`src/rtl/qra_pkg.sv`:
```
package qra_pkg;

  typedef enum logic {
    CAP_IDLE = 1'b0,
    CAP_RUN  = 1'b1
  } cap_state_e;

  // number of address bits covered by one burst
  function automatic int burst_bits(input int burst);
    return (burst == 4) ? 2 : 1;
  endfunction

endpackage

```
`src/rtl/qra_issue.sv`:
```
module qra_issue #(
  parameter int BURST = 4,
  parameter int AW    = 10
) (
  input  logic          clk,
  input  logic          rst_n,
  input  logic          req_valid,
  input  logic [AW-1:0] req_addr,
  output logic          req_ready,
  output logic          issue,
  output logic [AW-1:0] mem_addr
);
  import qra_pkg::*;

  localparam int OB = burst_bits(BURST);
  localparam int GW = OB;

  logic [GW-1:0] gap_q, gap_d;
  logic          gap_en;

  assign req_ready = (gap_q == '0);
  assign issue     = req_valid & req_ready;
  assign mem_addr  = {req_addr[AW-1:OB], {OB{1'b0}}};

  always_comb begin
    gap_en = issue | (gap_q != '0);
    if (issue) gap_d = GW'(BURST - 1);
    else       gap_d = gap_q - GW'(1);
  end

  always_ff @(posedge clk or negedge rst_n) begin
    if (!rst_n)      gap_q <= '0;
    else if (gap_en) gap_q <= gap_d;
  end
endmodule

```
`src/rtl/qra_track.sv`:
```
module qra_track #(
  parameter int LAT2     = 4,
  parameter bit VLD_MODE = 1'b1
) (
  input  logic clk,
  input  logic rst_n,
  input  logic issue,
  input  logic dev_vld,
  input  logic err_clr,
  output logic pred_first,
  output logic err_flag
);
  logic [LAT2-1:0] pipe_q, pipe_d;
  logic            mismatch;
  logic            err_q, err_d, err_en;

  assign pipe_d     = {pipe_q[LAT2-2:0], issue};
  assign pred_first = pipe_q[LAT2-1];
  assign err_flag   = err_q;

  generate
    if (VLD_MODE) begin : g_chk
      assign mismatch = dev_vld ^ pipe_q[LAT2-2];
    end else begin : g_nochk
      assign mismatch = 1'b0 & dev_vld;
    end
  endgenerate

  always_comb begin
    err_en = mismatch | err_clr;
    err_d  = mismatch | (err_q & ~err_clr);
  end

  always_ff @(posedge clk or negedge rst_n) begin
    if (!rst_n) pipe_q <= '0;
    else        pipe_q <= pipe_d;
  end

  always_ff @(posedge clk or negedge rst_n) begin
    if (!rst_n)      err_q <= 1'b0;
    else if (err_en) err_q <= err_d;
  end
endmodule

```
`src/rtl/qra_pack.sv`:
```
module qra_pack #(
  parameter int DW       = 8,
  parameter int BURST    = 4,
  parameter bit VLD_MODE = 1'b1
) (
  input  logic                clk,
  input  logic                rst_n,
  input  logic                dev_vld,
  input  logic                pred_first,
  input  logic [DW-1:0]       dev_data,
  output logic                rsp_valid,
  output logic [DW*BURST-1:0] rsp_data
);
  import qra_pkg::*;

  localparam int IW = burst_bits(BURST);
  localparam logic [IW-1:0] LAST = IW'(BURST - 1);

  cap_state_e    st_q, st_d;
  logic [IW-1:0] idx_q, idx_d;
  logic          vld_q, start, last_word;
  logic          done_q;

  assign start     = VLD_MODE ? vld_q : pred_first;
  assign last_word = (st_q == CAP_RUN) && (idx_q == LAST);

  always_comb begin
    st_d  = st_q;
    idx_d = idx_q;
    if (st_q == CAP_IDLE) begin
      if (start) begin
        st_d  = CAP_RUN;
        idx_d = IW'(1);
      end
    end else begin
      idx_d = idx_q + IW'(1);
      if (last_word) st_d = CAP_IDLE;
    end
  end

  always_ff @(posedge clk or negedge rst_n) begin
    if (!rst_n) begin
      st_q   <= CAP_IDLE;
      idx_q  <= '0;
      vld_q  <= 1'b0;
      done_q <= 1'b0;
    end else begin
      st_q   <= st_d;
      idx_q  <= idx_d;
      vld_q  <= dev_vld;
      done_q <= last_word;
    end
  end

  genvar gi;
  generate
    for (gi = 0; gi < BURST; gi++) begin : g_word
      logic [DW-1:0] w_q;
      logic          w_en;
      if (gi == 0) begin : g_first
        assign w_en = (st_q == CAP_IDLE) && start;
      end else begin : g_rest
        assign w_en = (st_q == CAP_RUN) && (idx_q == IW'(gi));
      end
      always_ff @(posedge clk or negedge rst_n) begin
        if (!rst_n)    w_q <= '0;
        else if (w_en) w_q <= dev_data;
      end
      assign rsp_data[gi*DW +: DW] = w_q;
    end
  endgenerate

  assign rsp_valid = done_q;
endmodule

```
`src/rtl/qdr_rd_aligner.sv`:
```
module qdr_rd_aligner #(
  parameter int LAT2     = 4,
  parameter int BURST    = 4,
  parameter int DW       = 8,
  parameter int AW       = 10,
  parameter bit VLD_MODE = 1'b1,
  parameter int MEM_MHZ  = 500
) (
  input  logic                clk,
  input  logic                rst_n,
  input  logic                req_valid,
  input  logic [AW-1:0]       req_addr,
  output logic                req_ready,
  output logic                mem_rd,
  output logic [AW-1:0]       mem_addr,
  input  logic                rd_vld,
  input  logic [DW-1:0]       rd_data,
  input  logic                err_clr,
  output logic                rsp_valid,
  output logic [DW*BURST-1:0] rsp_data,
  output logic                err_flag
);
  logic issue;
  logic pred_first;

  qra_issue #(.BURST(BURST), .AW(AW)) u_issue (
    .clk(clk), .rst_n(rst_n), .req_valid(req_valid), .req_addr(req_addr),
    .req_ready(req_ready), .issue(issue), .mem_addr(mem_addr)
  );

  qra_track #(.LAT2(LAT2), .VLD_MODE(VLD_MODE)) u_track (
    .clk(clk), .rst_n(rst_n), .issue(issue), .dev_vld(rd_vld),
    .err_clr(err_clr), .pred_first(pred_first), .err_flag(err_flag)
  );

  qra_pack #(.DW(DW), .BURST(BURST), .VLD_MODE(VLD_MODE)) u_pack (
    .clk(clk), .rst_n(rst_n), .dev_vld(rd_vld), .pred_first(pred_first),
    .dev_data(rd_data), .rsp_valid(rsp_valid), .rsp_data(rsp_data)
  );

  assign mem_rd = issue;
endmodule

```
`config.mk`:
```
export PLATFORM = sky130hd
export DESIGN_NAME = qdr_rd_aligner
export DESIGN_NICKNAME = d
export VERILOG_FILES = /design/src/rtl/qra_pkg.sv /design/src/rtl/qra_issue.sv /design/src/rtl/qra_track.sv /design/src/rtl/qra_pack.sv /design/src/rtl/qdr_rd_aligner.sv
export SDC_FILE = /design/constraint.sdc
export NUM_CORES = 1
export LEC_CHECK = 0
export CAP_MARGIN = 20
export CORE_MARGIN = 4
export CORE_UTILIZATION = 35
export CTS_BUF_LIST = sky130_fd_sc_hd__clkbuf_2 sky130_fd_sc_hd__clkbuf_4 sky130_fd_sc_hd__clkbuf_8
export CTS_CLUSTER_DIAMETER = 30
export CTS_CLUSTER_SIZE = 25
export DETAILED_ROUTE_END_ITERATION = 7
export GPL_TIMING_DRIVEN = 0
export PLACE_DENSITY = 0.77
export SYNTH_ARGS = -nofsm -noshare
export SYNTH_HDL_FRONTEND = slang
export SYNTH_SLANG_ARGS = --single-unit
```
`constraint.sdc`:
```
create_clock -name clk -period 1.3 [get_ports clk]
set_clock_uncertainty 0.05 [all_clocks]
set_input_delay 0.26 -clock clk [delete_from_list [all_inputs] [get_ports clk]]
set_output_delay 0.26 -clock clk [all_outputs]
set_load 0.03 [all_outputs]
```
==> reports/metrics.yaml, run 1 <==
setup_path:
  crit_arrival_ps: 1140
  path_cells: "inv_2, ha_4, and2_4, buf_6"
  startpoint_type: "flip-flop"
  critPathKind: "reg2out"
  max_stage_delay_ps: 390
  cp_max_fo: 2
  slowest_stage: "dfrtp_1"
  cp-end-kind: "output pin"
  cp.required_ps: 990
cts:
  cts_buffer_depth: 2
  cts_root_buf: "clkbuf_8"
  clk_latency_ps: 290
  cts_tree: "yes"
  clkTransAtPathRegs_ps: 80
  cts_max_level: 2
  cts_inserted_buffers: 5
  cts_sinks: 43
logic_synthesis:
  synth_enable_flop_cells: 0
  yosys.area_share.simple: 0.03281
  yosys_warnings: 0
  synth_async_sr_flop_share: 1.000
  synth_top_family_by_area: "multiplexers"
  yosysSeqAreaShare: 0.6134
  netlist_top_cells_area: "dfrtp_1 (61%), mux2_2 (15%), mux2_4 (6.8%)"
  netlist_top_cells_count: "dfrtp_1 (43), mux2_2 (24), buf_4 (10)"
  synth-seq-cells: 43
  postSynthAreaPerCell_um2: 15.25
  netlist_instances: 115
  synthesis.area_mm2: 0.001754
  yosys.area.top_type: "dfrtp_1"
  synth-adder-area-share: 0.02853
  synth_top_area_frac: 0.6134
  synth_top_flop_cell: "dfrtp_1"
  muxShareOfSynthArea: 0.2340
  synth_xor_area_frac: 0.004993
  synth_cell_types: 19
  synthMostInstantiatedCell: "dfrtp_1"
  synth_compound_area_frac: 0.01355
run_status:
  outcome: "complete, but fails checks"
  violations: "negative setup slack"
power:
  peakVddDrop_uv: 1382
  power_density_mw_per_mm2: 2920
  leakagePower_uw: 0.001359
routing:
  via_per_inst: 4.241
  vias: 1107
  firstDrtPassIters: 3
  ant_nets: 0
  wl_per_cell_um: 15.48
  drcViolationCount: 0
  drtIter0Drc: 41
  drt_wl_total_um: 4041
layout:
  final_util: 0.5746
  n_antenna_cell: 0
  seq_area_mm2: 0.001079
  fill_cells: 401
  multi_input_area_um2: 742.0
  instances_no_fill: 261
  drive_above_1_share: 0.6082
  area_growth_pct: 56.78
  nets: 220
grt:
  grt_max_degree: 39
  grt_use_total: 0.1279
  antenna_found_initial: 0
  grt_pass1_wl_um: 5968
  grt_pass1_vias: 1147
  overflow: 0
floorplanning:
  chipWidth_um: 78.80
  ios: 69
  die_h_um: 78.80
  core_area_mm2: 0.004786
  rows: 25
  die-area_mm2: 0.006209
  initial_core_util: 0.3665
sta:
  setup_viol: 5
  drv_slew: 0
  finalWorstSetupSlack_ps: -150.7
  fin_crit_sh: 1.116
  whs_ps: 268.5
  period_needed_ps: 1451
  finalHoldViolCount: 0
  fmax_mhz: 689.3
  rsz0062_at_grt: "yes"
place:
  hpwl_um: 2497
  gp_congestion: 0.7096
  place_ws_ps: -583.0
  placedCellCount: 240
  numPortBuffers: 56
min_path:
  min_path_type: "in2async"
job:
  maxCapViolCount: 0
-- metrics by stage --
stage               total power (uW)  instance area, um^2  TNS, ps
global placement                6164                 2407   -55720
finish                          8030                 2750   -356.2
CTS                             7735                 2725   -381.6
floorplan                       4709                 1763        0
global route                    8448                 2750   -990.3
detailed placement              6236                 2422    -4502
-- area by class of cell --
type | count | share of cell area
flip-flops and latches | 43 | 0.3922
clock buffers | 6 | 0.02775
inverters | 7 | 0.009554
repair buffers | 70 | 0.2138
plain buffers | 11 | 0.03458
multi-input cells | 55 | 0.2698
clock inverters | 2 | 0.02184
well taps | 67 | 0.03048
-- sequential cells by signal, summed over array words and instances (netlist names) --
register / cells
u_issue.gap_q: 2
u_pack.g_word.w_q: 32
u_pack.idx_q: 2
u_pack.rsp_valid: 1
u_pack.st_q: 1
u_pack.start: 1
u_track.err_flag: 1
u_track.pipe_q: 3
-- cells in the final DEF (no fill, tap or decap), types with 2 or more instances in the layout --
| cell | count |
|---|---|
| dfrtp_1 | 41 |
| mux2_4 | 26 |
| buf_2 | 26 |
| buf_4 | 20 |
| clkdlybuf4s50_1 | 11 |
| clkdlybuf4s15_2 | 9 |
| dlygate4sd2_1 | 7 |
| mux2_2 | 6 |
| clkbuf_8 | 5 |
| inv_2 | 4 |
| nand2_8 | 4 |
| ha_4 | 4 |
| buf_12 | 3 |
| inv_1 | 3 |
| nor2_1 | 2 |
| a21oi_1 | 2 |
| mux2i_1 | 2 |
| conb_1 | 2 |
| bufinv_16 | 2 |
| buf_6 | 2 |
| dfrtp_2 | 2 |
-- final timing paths --
kind                                                            end  slack [ps]  cells past startpoint                          from
worst max register to register         u_issue.gap_q[1]$_DFFE_PN0P_         -80                      7  u_issue.gap_q[0]$_DFFE_PN0P_
max in group asynchronous               u_pack.idx_q[0]$_DFFE_PN0P_         470                      3                         rst_n
worst min register to register          u_track.pipe_q[1]$_DFF_PN0_         310                      0   u_track.pipe_q[0]$_DFF_PN0_
worst min-delay path            u_pack.g_word[0].w_q[2]$_DFFE_PN0P_         270                      2                         rst_n
worst max-delay path                                         mem_rd        -150                      4  u_issue.gap_q[0]$_DFFE_PN0P_
min in group clk                        u_track.pipe_q[1]$_DFF_PN0_         310                      0   u_track.pipe_q[0]$_DFF_PN0_
-- routing by layer --
metal | global-route usage | routed length, um
met3 | 0.03288 | 175
met5 | 0 | 0
met1 | 0.1592 | 1673
met2 | 0.2114 | 2123
met4 | 0.05245 | 69
-- logic make-up after synthesis --
group / count (synthesis)
xor+xnor: 1
compound gates: 4
mux: 34
flops: 43
buf+inv: 19
simple gates: 9
other cells: 1
fa+ha+maj: 4
-- power breakdown --
part | total, uW | internal [uW] | switching, uW
Combinational | 4410 | 2100 | 2310
Clock | 1230 | 789 | 442
Sequential | 2380 | 1990 | 390
-- worst max-delay path: cells and delay by family, from the launching register on --
| family | cells | cell delay (ps) |
|---|---|---|
| adder cells (fa/ha/maj) | 1 | 130 |
| buffers and inverters | 2 | 190 |
| flip-flops | 1 | 390 |
| AND/OR/NAND/NOR | 1 | 140 |
-- what timing repair did --
item / CTS / global route
gates resized for setup: 143 / 74
buffers inserted: 6 / 5
hold buffers: 1 / 0
hold endpoints to repair: 43 / 0
pin swaps: 4 / 4
cloned: 1 / 1
setup endpoints to repair: 67 / 60
(Power assumes the default switching activity.)
==> run 2: changes to the inputs <==
--- a/config.mk
+++ b/config.mk
@@ -14,6 +14,7 @@
 export DETAILED_ROUTE_END_ITERATION = 7
 export GPL_TIMING_DRIVEN = 0
 export PLACE_DENSITY = 0.77
+export SLEW_MARGIN = 15
 export SYNTH_ARGS = -nofsm -noshare
 export SYNTH_HDL_FRONTEND = slang
 export SYNTH_SLANG_ARGS = --single-unit
==> constraint.sdc (replaced) <==
create_clock -name clk -period 1.3 [get_ports clk]
set_clock_uncertainty 0.05 [all_clocks]
set_input_delay 0.26 -clock clk [delete_from_list [all_inputs] [get_ports clk]]
set_output_delay 0.26 -clock clk [all_outputs]
set_load 0.05 [all_outputs]
==> run 2 against run 1 <==
Effect of this change:
- fmax is 1.9% lower
- highest routed layer unchanged
- die area unchanged
- final area fell by 2.4%
- first-iteration DRC count grew 71%
- critical endpoint unchanged
- the run still ends with negative setup slack left
- clock-buffer cell count is the same
- critical path depth unchanged
- utilization fell by 1.4 points
==> reports/metrics.yaml, run 2 (same netlist as run 1, synthesis figures left out) <==
run_status:
  outcome: "complete, but fails checks"
  violations: "negative setup slack"
layout:
  area_growth_pct: 53.07
  top_register: "u_pack.g_word.w_q"
  reg_top3: "u_pack.g_word.w_q x32, u_track.pipe_q x3"
  drive_above_1_share: 0.5969
  layout_commonest_cell: "dfrtp_1"
  instances_no_fill: 258
  largest_reg_flops: 32
  n_antenna_cell: 0
  final_cell_mix: "dfrtp_1 (41), buf_2 (35), mux2_4 (24), buf_4 (15), clkdlybuf4s50_1 (11)"
  nets: 217
sta:
  fin_crit_sh: 1.137
  rsz0062_at_grt: "yes"
  fmax_mhz: 676.5
  finalWorstSetupSlack_ps: -178.2
  finalHoldViolCount: 0
  drv_slew: 0
  period_needed_ps: 1478
  setup_viol: 2
routing:
  via_per_inst: 4.395
  vias: 1134
  firstDrtPassIters: 4
  drt_wl_total_um: 3915
  ant_nets: 0
  drtIter0Drc: 70
  drcViolationCount: 0
  wl_per_cell_um: 15.17
setup_path:
  cp_max_fo: 2
  cp.required_ps: 990
  cp-end-kind: "output pin"
  critPathKind: "reg2out"
  crit_arrival_ps: 1170
  startpoint_type: "flip-flop"
cts:
  cts_max_level: 2
  cts_buffer_depth: 2
  clk_latency_ps: 280
  clkTransAtPathRegs_ps: 80
  cts_tree: "yes"
  cts_root_buf: "clkbuf_8"
  cts_sinks: 43
  cts_inserted_buffers: 5
grt:
  grt_pass1_wl_um: 6292
  grt_max_degree: 34
  antenna_found_initial: 0
  grt_use_total: 0.1328
  grt_pass1_vias: 1199
  overflow: 0
floorplanning:
  rows: 25
  chipWidth_um: 78.80
  core_area_mm2: 0.004786
  initial_core_util: 0.3665
  die-area_mm2: 0.006209
  ios: 69
  die_h_um: 78.80
min_path:
  min_path_type: "reg2reg"
place:
  placedCellCount: 240
  hpwl_um: 2467
  numPortBuffers: 56
  gp_congestion: 0.7000
  place_ws_ps: -729.8
job:
  maxCapViolCount: 0
-- run 2: cell count changes in the layout (fill, tap and decap cells not counted), sizes merged --
cell and change:
clkdlybuf4s15 -9, buf +7, clkbuf -1, dlygate4sd2 +1, dlymetal6s2s -1
-- run 2: worst paths after layout --
path                                                   start                             endpoint  slack (ps)  cells past startpoint
min in group asynchronous                              rst_n  u_pack.g_word[1].w_q[1]$_DFFE_PN0P_         330                      2
worst max-delay path            u_issue.gap_q[0]$_DFFE_PN0P_                               mem_rd        -180                      4
worst min-delay path             u_track.pipe_q[0]$_DFF_PN0_          u_track.pipe_q[1]$_DFF_PN0_         300                      0
max in group asynchronous                              rst_n          u_pack.idx_q[0]$_DFFE_PN0P_         400                      3
worst min register to register   u_track.pipe_q[0]$_DFF_PN0_          u_track.pipe_q[1]$_DFF_PN0_         300                      0
worst max register to register  u_issue.gap_q[0]$_DFFE_PN0P_         u_issue.gap_q[1]$_DFFE_PN0P_          20                      6
-- run 2: metrics by stage --
step	hold slack, ps	instance area [um^2]	utilization	setup TNS, ps
after floorplan	-85.59	1773	-	0
after global placement	284.6	2417	0.5051	-61220
after detailed placement	96.74	2432	0.5082	-9957
after CTS	305.8	2570	0.5370	-534.3
after global routing	311.7	2685	0.5610	-914.1
final	302.3	2685	0.5610	-339.3
-- run 2: what timing repair did --
action | in CTS | in global routing
cloned | 1 | 0
endpoints found under the hold margin | 10 | 0
pin swaps | 4 | 2
setup buffers | 4 | 5
setup endpoints to repair | 68 | 35
resized for setup | 224 | 10
hold buffers | 1 | 0
-- run 2: critical path, stage by stage, from the launching register on --
cell and delay [ps]:
dfrtp_1 410, inv_2 70, ha_4 120, and2_4 140, buf_8 140
-- run 2: layout make-up --
type,instances,area (um^2)
multi-input combinational,55,732.0
clock buffer,6,76.32
sequential,43,1079
timing repair buffer,67,533.0
tap,67,83.83
clock inverter,2,60.06
buffer,11,95.09
inverter,7,26.28
fill,393,2101
-- run 2: routing by layer --
metal  GRT usage  up-vias  share of wire
met4     0.05420        0          0.019
li1            -      523              -
met5           0        -              0
met2      0.2114       38           0.50
met3     0.03515        6          0.055
met1      0.1720      567           0.42
Power of run 2 is left out: the tool's default activity adds up to more than one toggle a clock period on the data nets, which glitch-free logic cannot reach.
